**config.mk**
```make
export PLATFORM = sky130hd
export DESIGN_NAME = dual_mode_timer
export DESIGN_NICKNAME = d
export VERILOG_FILES = /design/src/rtl/mft_pkg.sv /design/src/rtl/mft_edge.sv /design/src/rtl/mft_counter.sv /design/src/rtl/dual_mode_timer.sv
export SDC_FILE = /design/constraint.sdc
export NUM_CORES = 1
export LEC_CHECK = 0
export BUFFER_PORTS_ARGS = -buffer_cell sky130_fd_sc_hd__clkbuf_2
export CELL_PAD_IN_SITES_DETAIL_PLACEMENT = 0
export CELL_PAD_IN_SITES_GLOBAL_PLACEMENT = 2
export CORE_MARGIN = 10
export CORE_UTILIZATION = 33
export CTS_CLUSTER_DIAMETER = 120
export DETAILED_ROUTE_END_ITERATION = 8
export PLACE_DENSITY_LB_ADDON = 0.05
export SYNTH_ARGS = -nofsm -noshare
export SYNTH_HDL_FRONTEND = slang
export SYNTH_HIERARCHICAL = 1
export SYNTH_SLANG_ARGS = --single-unit
```
**constraint.sdc**
```tcl
create_clock -name clk_i -period 2.2 [get_ports clk_i]
set_input_delay 0 -clock clk_i [delete_from_list [all_inputs] [get_ports clk_i]]
set_output_delay 0 -clock clk_i [all_outputs]
set_load 0.05 [all_outputs]
```
**src/rtl/mft_pkg.sv**
```systemverilog
package mft_pkg;
  typedef enum logic [1:0] {
    MODE_PWM     = 2'd0,
    MODE_CAPTURE = 2'd1,
    MODE_DUAL    = 2'd2,
    MODE_COMBO   = 2'd3
  } mft_mode_e;
endpackage

```
**src/rtl/mft_edge.sv**
```systemverilog
module mft_edge (
  input  logic clk_i,
  input  logic rst_ni,
  input  logic pin_i,
  input  logic fall_i,
  output logic edge_o
);
  logic prev_q;

  always_ff @(posedge clk_i or negedge rst_ni) begin
    if (!rst_ni) prev_q <= 1'b0;
    else         prev_q <= pin_i;
  end

  assign edge_o = fall_i ? (prev_q & ~pin_i) : (~prev_q & pin_i);
endmodule

```
**src/rtl/mft_counter.sv**
```systemverilog
module mft_counter #(
  parameter int W = 16
) (
  input  logic         clk_i,
  input  logic         rst_ni,
  input  logic         load_i,
  input  logic [W-1:0] load_val_i,
  input  logic         dec_i,
  input  logic [W-1:0] reload_val_i,
  output logic [W-1:0] cnt_o,
  output logic         uf_o
);
  logic [W-1:0] cnt_q;

  assign uf_o = dec_i && !load_i && (cnt_q == '0);

  always_ff @(posedge clk_i or negedge rst_ni) begin
    if (!rst_ni)     cnt_q <= '0;
    else if (load_i) cnt_q <= load_val_i;
    else if (uf_o)   cnt_q <= reload_val_i;
    else if (dec_i)  cnt_q <= cnt_q - 1'b1;
  end

  assign cnt_o = cnt_q;


  dec_step_chk: assert property (@(posedge clk_i) disable iff (!rst_ni)
    (!load_i && dec_i && cnt_q != '0) |=> (cnt_q == $past(cnt_q) - 1'b1));

  reload_chk: assert property (@(posedge clk_i) disable iff (!rst_ni)
    (!load_i && dec_i && cnt_q == '0) |=> (cnt_q == $past(reload_val_i)));

  stop_load_chk: assert property (@(posedge clk_i) disable iff (!rst_ni)
    load_i |=> (cnt_q == $past(load_val_i)));

  hold_chk: assert property (@(posedge clk_i) disable iff (!rst_ni)
    (!load_i && !dec_i) |=> $stable(cnt_q));
endmodule

```
**src/rtl/dual_mode_timer.sv**
```systemverilog
module dual_mode_timer
  import mft_pkg::*;
#(
  parameter int W  = 16,
  parameter int NF = 4
) (
  input  logic          clk_i,
  input  logic          rst_ni,
  input  logic          run_i,
  input  logic [1:0]    mode_i,
  input  logic          tick_i,
  input  logic [W-1:0]  rld_a_i,
  input  logic [W-1:0]  rld_b_i,
  input  logic [1:0]    edge_sel_i,
  input  logic          pin_a_i,
  input  logic          pin_b_i,
  input  logic [NF-1:0] clr_i,
  output logic [W-1:0]  cnt1_o,
  output logic [W-1:0]  cnt2_o,
  output logic [W-1:0]  cap_a_o,
  output logic [W-1:0]  cap_b_o,
  output logic          pwm_o,
  output logic [NF-1:0] flags_o
);
  localparam int NCH = 2;
  localparam logic [W-1:0] FREE_RELOAD = {W{1'b1}};

  mft_mode_e mode_q, mode_d;
  logic [1:0] pins, edges;
  logic [NCH-1:0][W-1:0] ld_val, rl_val, cnt;
  logic [NCH-1:0] dec, uf;
  logic pwm_q;
  logic cap_a_en, cap_b_en;
  logic [W-1:0] cap_a_q, cap_b_q;
  logic [NF-1:0] flag_q, flag_set;

  // mode is frozen while running
  assign mode_d = run_i ? mode_q : mft_mode_e'(mode_i);

  always_ff @(posedge clk_i or negedge rst_ni) begin
    if (!rst_ni) mode_q <= MODE_PWM;
    else         mode_q <= mode_d;
  end

  assign pins = {pin_b_i, pin_a_i};

  always_comb begin
    ld_val[0] = (mode_d == MODE_PWM) ? rld_b_i : rld_a_i;
    rl_val[0] = (mode_q == MODE_PWM) ? (pwm_q ? rld_b_i : rld_a_i) : rld_a_i;
    ld_val[1] = (mode_d == MODE_PWM) ? FREE_RELOAD : rld_b_i;
    rl_val[1] = (mode_q == MODE_PWM) ? FREE_RELOAD : rld_b_i;
    dec[0]    = run_i & tick_i;
    unique case (mode_q)
      MODE_PWM, MODE_DUAL: dec[1] = run_i & tick_i;
      MODE_COMBO:          dec[1] = run_i & edges[1];
      default:             dec[1] = 1'b0;
    endcase
  end

  for (genvar i = 0; i < NCH; i++) begin : g_ch
    mft_edge u_edge (
      .clk_i  (clk_i),
      .rst_ni (rst_ni),
      .pin_i  (pins[i]),
      .fall_i (edge_sel_i[i]),
      .edge_o (edges[i])
    );
    mft_counter #(.W(W)) u_cnt (
      .clk_i        (clk_i),
      .rst_ni       (rst_ni),
      .load_i       (!run_i),
      .load_val_i   (ld_val[i]),
      .dec_i        (dec[i]),
      .reload_val_i (rl_val[i]),
      .cnt_o        (cnt[i]),
      .uf_o         (uf[i])
    );
  end

  always_ff @(posedge clk_i or negedge rst_ni) begin
    if (!rst_ni)                          pwm_q <= 1'b0;
    else if (!run_i)                      pwm_q <= 1'b0;
    else if (mode_q == MODE_PWM && uf[0]) pwm_q <= ~pwm_q;
  end

  assign cap_a_en = run_i & edges[0] & (mode_q == MODE_CAPTURE || mode_q == MODE_COMBO);
  assign cap_b_en = run_i & edges[1] & (mode_q == MODE_CAPTURE);

  always_ff @(posedge clk_i or negedge rst_ni) begin
    if (!rst_ni) begin
      cap_a_q <= '0;
      cap_b_q <= '0;
    end else begin
      if (cap_a_en) cap_a_q <= cnt[0];
      if (cap_b_en) cap_b_q <= cnt[0];
    end
  end

  assign flag_set = {cap_b_en, cap_a_en, uf[1], uf[0]};

  always_ff @(posedge clk_i or negedge rst_ni) begin
    if (!rst_ni) flag_q <= '0;
    else         flag_q <= flag_set | (flag_q & ~clr_i);
  end

  assign cnt1_o  = cnt[0];
  assign cnt2_o  = cnt[1];
  assign cap_a_o = cap_a_q;
  assign cap_b_o = cap_b_q;
  assign pwm_o   = pwm_q;
  assign flags_o = flag_q;


  mode_frozen_chk: assert property (@(posedge clk_i) disable iff (!rst_ni)
    (run_i && $past(run_i)) |-> $stable(mode_q));

  pwm_toggle_chk: assert property (@(posedge clk_i) disable iff (!rst_ni)
    (run_i && !uf[0]) |=> $stable(pwm_q));

  pwm_stop_chk: assert property (@(posedge clk_i) disable iff (!rst_ni)
    !run_i |=> !pwm_q);

  flag_set_chk: assert property (@(posedge clk_i) disable iff (!rst_ni)
    (uf[0] || uf[1]) |=> (flag_q[0] || flag_q[1]));

  stop_cap_chk: assert property (@(posedge clk_i) disable iff (!rst_ni)
    !run_i |=> ($stable(cap_a_q) && $stable(cap_b_q)));
endmodule

```
; ---- Yosys cells after proc, flatten, opt, wreduce, memory -nomap -nowiden
; Index checks and enable logic that the tools add are counted.
[word_totals]
register_bits = 73
input_bits = 46
[op_classes]
n_addsub = 2
n_eq_ne = 6
mux = 17
bitwise_logic = 17
n_reduce_logical = 11
[op_table]
columns = cell, n
row1 = 16-bit two-way mux, 11
row2 = 16-bit zero test, 2
row3 = "16-bit by 1-bit subtractor with 16-bit output, second input constant", 2
row4 = 1-bit AND, 9
row5 = "3-bit by 1-bit inequality test with 1-bit output, second input constant", 2
row6 = 1-bit logical AND, 5
row7 = 1-bit inverter, 5
row8 = 4-bit AND, 1
row9 = "2-bit == test, second input constant", 2
row10 = 2-bit zero test, 2
row11 = 1-bit two-way mux, 4
row12 = 4-bit inverter, 1
row13 = 4-bit OR, 1
row14 = "2-bit by 1-bit == test with 1-bit output, second input constant", 1
row15 = 2-bit two-way mux, 1
row16 = "2-bit by 1-bit inequality test with 1-bit output, second input constant", 1
row17 = 1-bit case mux with 2 select lines, 1
row18 = 2-bit OR reduction, 1
row19 = 1-bit logical OR, 1

; ---- Logic depth before layout (Yosys ltp)
[depth]
word_depth = 9
depth_mapped = 11

; ---- Hierarchy
; The synthesis kept the hierarchy.
[modules_own_cells]
columns = mod, instances, cells_each, area_per_inst_um2
row1 = dual_mode_timer, 1, 169, 2208.4
row2 = mft_counter at g_ch[0].u_cnt, 1, 140, 1212.4
row3 = mft_counter at g_ch[1].u_cnt, 1, 147, 1204.9
row4 = mft_edge, 2, 4, 47.5

; ---- Worst setup path before layout
; Ideal clock, no wire load.
[synth_timing]
path_kind = reg2reg
startpoint = register g_ch[0].u_cnt.cnt_q[0]
endpoint = register pwm_q (netlist: pwm_o)
setup_ns = 0.120
arrival_ns = 2.066
path_slack_ns = 0.015
stages_incl_launch_ff = 11
n_path_buf = 1
synth_period_minus_slack_ns = 2.185
cell_sequence = dfrtp_1 > inv_1 > ha_1 > nor2b_1 > nand4_2 > or2_1 > buf_6 > inv_4 > nor3b_1 > xnor2_1 > nor2_1
[synth_between]
elab_chain_len = 4
[synth_lines]
columns = element, line
row1 = from (decl), mft_counter.sv:13  ; logic [W-1:0] cnt_q;
row2 = from (signal assigned), mft_counter.sv:19  ; else if (load_i) cnt_q <= load_val_i;
row3 = from (signal assigned), mft_counter.sv:20  ; else if (uf_o) cnt_q <= reload_val_i;
row4 = from (signal assigned), mft_counter.sv:21  ; else if (dec_i) cnt_q <= cnt_q - 1'b1;
row5 = 16-bit zero test, mft_counter.sv:15  ; assign uf_o = dec_i && !load_i && (cnt_q == '0);
row6 = 1-bit logical AND, mft_counter.sv:15
row7 = via flag_set[0], dual_mode_timer.sv:35  ; logic [NF-1:0] flag_q, flag_set;
row8 = 1-bit logical AND, dual_mode_timer.sv:83  ; else if (mode_q == MODE_PWM && uf[0]) pwm_q <= ~pwm_q;
row9 = 2-bit by 1-bit inequality test with 1-bit output (no source line), -
row10 = to (signal assigned), dual_mode_timer.sv:83
row11 = to (decl), dual_mode_timer.sv:32  ; logic pwm_q;
; The timed path passes the listed nets, and every way through them passes these cells.
; A chain may end at the register's enable or synchronous reset.

; ---- Final worst setup path
[layout_timing]
startpoint = register g_ch[1].u_edge.prev_q
endpoint = register g_ch[1].u_cnt.cnt_q[9]
[layout_between]
elab_chain_len = 9
[layout_lines]
columns = element, line
row1 = from (decl), mft_edge.sv:8  ; logic prev_q;
row2 = from (signal assigned), mft_edge.sv:12  ; else prev_q <= pin_i;
row3 = 1-bit inverter, mft_edge.sv:15  ; assign edge_o = fall_i ? (prev_q & ~pin_i) : (~prev_q & pin_i);
row4 = 1-bit AND, mft_edge.sv:15
row5 = 1-bit two-way mux *, mft_edge.sv:15
row6 = via edges[1], dual_mode_timer.sv:29  ; logic [1:0] pins, edges;
row7 = 1-bit AND *, dual_mode_timer.sv:55  ; MODE_COMBO: dec[1] = run_i & edges[1];
row8 = 1-bit case mux with 2 select lines *, dual_mode_timer.sv:53  ; unique case (mode_q)
row9 = via dec[1], dual_mode_timer.sv:31  ; logic [NCH-1:0] dec, uf;
row10 = 1-bit logical AND (2 in series), mft_counter.sv:15
row11 = 16-bit two-way mux, mft_counter.sv:20
row12 = 16-bit two-way mux, mft_counter.sv:19
row13 = to (signal assigned), mft_counter.sv:19
row14 = to (signal assigned), mft_counter.sv:20
row15 = to (signal assigned), mft_counter.sv:21
row16 = to (decl), mft_counter.sv:13
; Mark *: on every way through the listed nets, which the timed path passes. The rest lies on a longest branch.

==> flow_summary.json <==
{
  "fin_nets": 663,
  "grt_setup_unrepaired": "no",
  "slew_headroom_pct": 49.3,
  "die_area_um2": 19500,
  "mostFrequentLayoutCell": "sky130_fd_sc_hd__clkbuf_2",
  "finClkSkew_ns": 0.00444,
  "mappedNetlistNets": 514,
  "grt_antenna_before_repair": 0,
  "synthDominantCellAreaShare_pct": 38.7,
  "worst_setup_path_start_kind": "flop",
  "grt_first_pass_wirelength_mm": 25.2,
  "p_leak_nw": 2.79,
  "die-width_um": 140,
  "synth_seq_cells": 73,
  "share_of_cells_above_drive_strength_1_pct": 43.9,
  "clock_tree.buffer_depth": 2,
  "cts_tree": "done",
  "synth.distinct_cells": 60,
  "status": "complete, no violations",
  "syn_inst": 464,
  "dp.final_hpwl_mm": 11.7,
  "cts.repair_timing.setup_buffer_count": 0,
  "route.antenna.remaining_nets": 0,
  "drt_pre_antenna_iters": 4,
  "setup.reg_to_reg.worst_slack_ns": 0.22,
  "htreeDepth": 3,
  "area_delta_synth_final_pct": 28.6,
  "timing.max_cap.violations": 0,
  "routabilityCongestion": 0.807,
  "synth.area.top_cells": "sky130_fd_sc_hd__dfrtp_1 39%, sky130_fd_sc_hd__mux2_2 13%, sky130_fd_sc_hd__o21ai_0 3.9%",
  "numCtsBuffers": 9,
  "irDropWorstVdd_mv": 0.846,
  "portBuffers": 114,
  "maximum_fanout_along_the_worst_path": 9,
  "routed-via-count": 4071,
  "fin_tns_setup_ns": 0,
  "die_height_um": 140,
  "overflow": 0,
  "layout_worst_path_cycle_share_pct": 90.2,
  "report.final.slew_viol_count": 0,
  "synth_flop_cell": "sky130_fd_sc_hd__dfrtp_1",
  "first_global_vias": 4512,
  "yosys_warnings": 6,
  "post_synth.cell_area_avg_um2": 10.2,
  "setup-violations-final": 0,
  "insertedDiodeCount": 0,
  "max_slew.worst_pin.slew_ns": 0.758,
  "crit_required_ns": 2.46,
  "fin_util_pct": 43.6,
  "timing.final.hold_violations": 0,
  "clockRootBuffer": "sky130_fd_sc_hd__clkbuf_16",
  "timing.critical_path.to_type": "flop",
  "layout_common_cells": "113 x sky130_fd_sc_hd__clkbuf_2, 73 x sky130_fd_sc_hd__dfrtp_1, 56 x sky130_fd_sc_hd__mux2_2",
  "vias_per_cell": 5.10,
  "timing_worst_setup_path_type": "flop to flop",
  "first_iteration_detailed_routing_drc_count": 212,
  "yosys.area.top_type": "sky130_fd_sc_hd__dfrtp_1",
  "starting_density_of_the_core_pct": 33.9,
  "fmaxAchievable_mhz": 504,
  "io_pins": 115,
  "synthesis.area_um2": 4720,
  "clkTransAtPathRegs_ns": 0.06,
  "clkLatencyLatePin_ns": 0.34,
  "final_period_minus_worst_setup_slack_ns": 1.98,
  "globalRouteTotalUtil_pct": 15.9,
  "fp.coreArea_um2": 13900,
  "detail_route.wirelength_mm": 15.6,
  "row_count": 43,
  "maximum_number_of_pins_on_one_net_before_global_route_repair": 55,
  "synth_enable_flop_cells": 0,
  "critical_path_arrival_ns": 2.24,
  "sequential_area_share_after_synthesis_pct": 38.7,
  "power_density_normalized_to_cell_area_nw_per_um2": 954,
  "cts.sink_count": 73,
  "worst_hold_path_type": "primary input to flop",
  "drcViolationCount": 0,
  "synth-async-reset-ratio_pct": 100,
  "wl_per_cell_um": 19.5
}
==> cells by family (layout without fill, tap and decap cells) <==
logic type,Yosys count,after routing,share of synthesized area (%)
AOI/OAI and AO/OA,103,103,13.1
xor gates and xnor gates,23,23,4.27
adders and majority gates,4,4,1.06
buffers and inverters,37,191,4.56
DFF,73,73,38.7
muxes,76,76,18.7
and+or+nand+nor,148,148,19.7
==> layout make-up <==
class                           instances  area [um^2]
Timing Repair Buffer                  162         1010
Clock inverter                          5         40.0
Multi-Input combinational cell        354         2680
Inverter                               13         51.3
Clock buffer                           11          243
Sequential cell                        73         1830
Tap cell                              180          225
Fill cell                            1364         7860
==> synth_stat cells, types with 2 or more instances <==
| master | n |
|---|---|
| sky130_fd_sc_hd__ha_1 | 4 |
| sky130_fd_sc_hd__nor2_1 | 28 |
| sky130_fd_sc_hd__o21ai_1 | 11 |
| sky130_fd_sc_hd__inv_1 | 12 |
| sky130_fd_sc_hd__nor3_1 | 12 |
| sky130_fd_sc_hd__buf_2 | 4 |
| sky130_fd_sc_hd__nor4_4 | 2 |
| sky130_fd_sc_hd__xnor2_1 | 19 |
| sky130_fd_sc_hd__nor3b_1 | 13 |
| sky130_fd_sc_hd__xor2_1 | 4 |
| sky130_fd_sc_hd__nor2_4 | 2 |
| sky130_fd_sc_hd__a21oi_1 | 20 |
| sky130_fd_sc_hd__nor4_1 | 3 |
| sky130_fd_sc_hd__mux2_4 | 10 |
| sky130_fd_sc_hd__buf_6 | 6 |
| sky130_fd_sc_hd__nand2b_1 | 23 |
| sky130_fd_sc_hd__nand3_1 | 6 |
| sky130_fd_sc_hd__nor2b_1 | 3 |
| sky130_fd_sc_hd__a21o_1 | 3 |
| sky130_fd_sc_hd__mux2_2 | 56 |
| sky130_fd_sc_hd__o31ai_1 | 4 |
| sky130_fd_sc_hd__dfrtp_1 | 73 |
| sky130_fd_sc_hd__o21ai_2 | 2 |
| sky130_fd_sc_hd__nand2_1 | 13 |
| sky130_fd_sc_hd__o21ai_0 | 37 |
| sky130_fd_sc_hd__or2_2 | 16 |
| sky130_fd_sc_hd__buf_4 | 2 |
| sky130_fd_sc_hd__nand4_1 | 8 |
| sky130_fd_sc_hd__a22oi_1 | 16 |
| sky130_fd_sc_hd__clkbuf_1 | 11 |
| sky130_fd_sc_hd__mux2i_1 | 10 |
| sky130_fd_sc_hd__nand3b_1 | 2 |
| sky130_fd_sc_hd__a221o_1 | 2 |
==> per-layer routing <==
layer	wire (um)	vias to the layer above	track usage [%]	share of wire [%]
met5	0	-	0	0
met4	249	0	4.89	1.6
met3	683	16	4.01	4.4
met2	7420	96	26.8	48
met1	7220	1989	19.5	46
li1	-	1970	-	-
==> sequential cells by signal, summed over array words and instances, names as in the netlist <==
| signal | flops |
|---|---|
| g_ch.u_edge/prev_q | 2 |
| g_ch.u_cnt/cnt_o | 32 |
| pwm_o | 1 |
| cap_a_o | 16 |
| mode_q | 2 |
| cap_b_o | 16 |
| flags_o | 4 |
==> through the flow <==
| stage | instances | instance area, um^2 | setup slack [ns] | hold WS, ns | total power, mW |
|---|---|---|---|---|---|
| 2_1_floorplan | 464 | 4720 | 0.0147 | -0.296 | 3.64 |
| 3_3_place_gp | 773 | 5700 | 0.201 | 0.00875 | 4.39 |
| 3_5_place_dp | 773 | 5700 | 0.206 | 0.0108 | 4.41 |
| 4_1_cts | 798 | 6070 | 0.192 | 0.0402 | 5.88 |
| 5_1_grt | 798 | 6070 | 0.0448 | 0.0640 | 6.12 |
| 6_report | 798 | 6070 | 0.216 | 0.0481 | 5.79 |
==> report_power, final <==
| group | switching, mW | internal (mW) |
|---|---|---|
| logic | 1.74 | 0.763 |
| clock network | 0.623 | 0.801 |
| registers | 0.219 | 1.64 |
==> path summary, 6_finish.rpt <==
check                                      startpoint                       to  cells after the start
worst max register to register  g_ch[1].u_edge/prev_q   g_ch[1].u_cnt/cnt_o[9]                      9
min in group asynchronous                      rst_ni    g_ch[1].u_edge/prev_q                      2
worst min-delay path                      rld_a_i[14]  g_ch[0].u_cnt/cnt_o[14]                      4
worst max-delay path            g_ch[1].u_edge/prev_q   g_ch[1].u_cnt/cnt_o[9]                      9
worst min register to register             flags_o[1]               flags_o[1]                      1
max in group asynchronous                      rst_ni               flags_o[2]                      3
==> worst max-delay path: stages (launching register included) <==
cell and delay [ns]:
sky130_fd_sc_hd__dfrtp_1 0.37, sky130_fd_sc_hd__nand2b_1 0.15, sky130_fd_sc_hd__o21ai_2 0.20, sky130_fd_sc_hd__nand3_1 0.10, sky130_fd_sc_hd__a21oi_1 0.17, sky130_fd_sc_hd__buf_4 0.20, sky130_fd_sc_hd__nor2b_1 0.25, sky130_fd_sc_hd__buf_4 0.21
sky130_fd_sc_hd__o21ai_0 0.10, sky130_fd_sc_hd__o21ai_0 0.15
==> what timing repair did <==
action / 4_1_cts / 5_1_grt
hold buffers: 9 / 0
endpoints found under the hold margin: 44 / 0
setup endpoints to repair: 0 / 0
gates resized for setup: 0 / 0
Power figures use the tool's default switching activity.
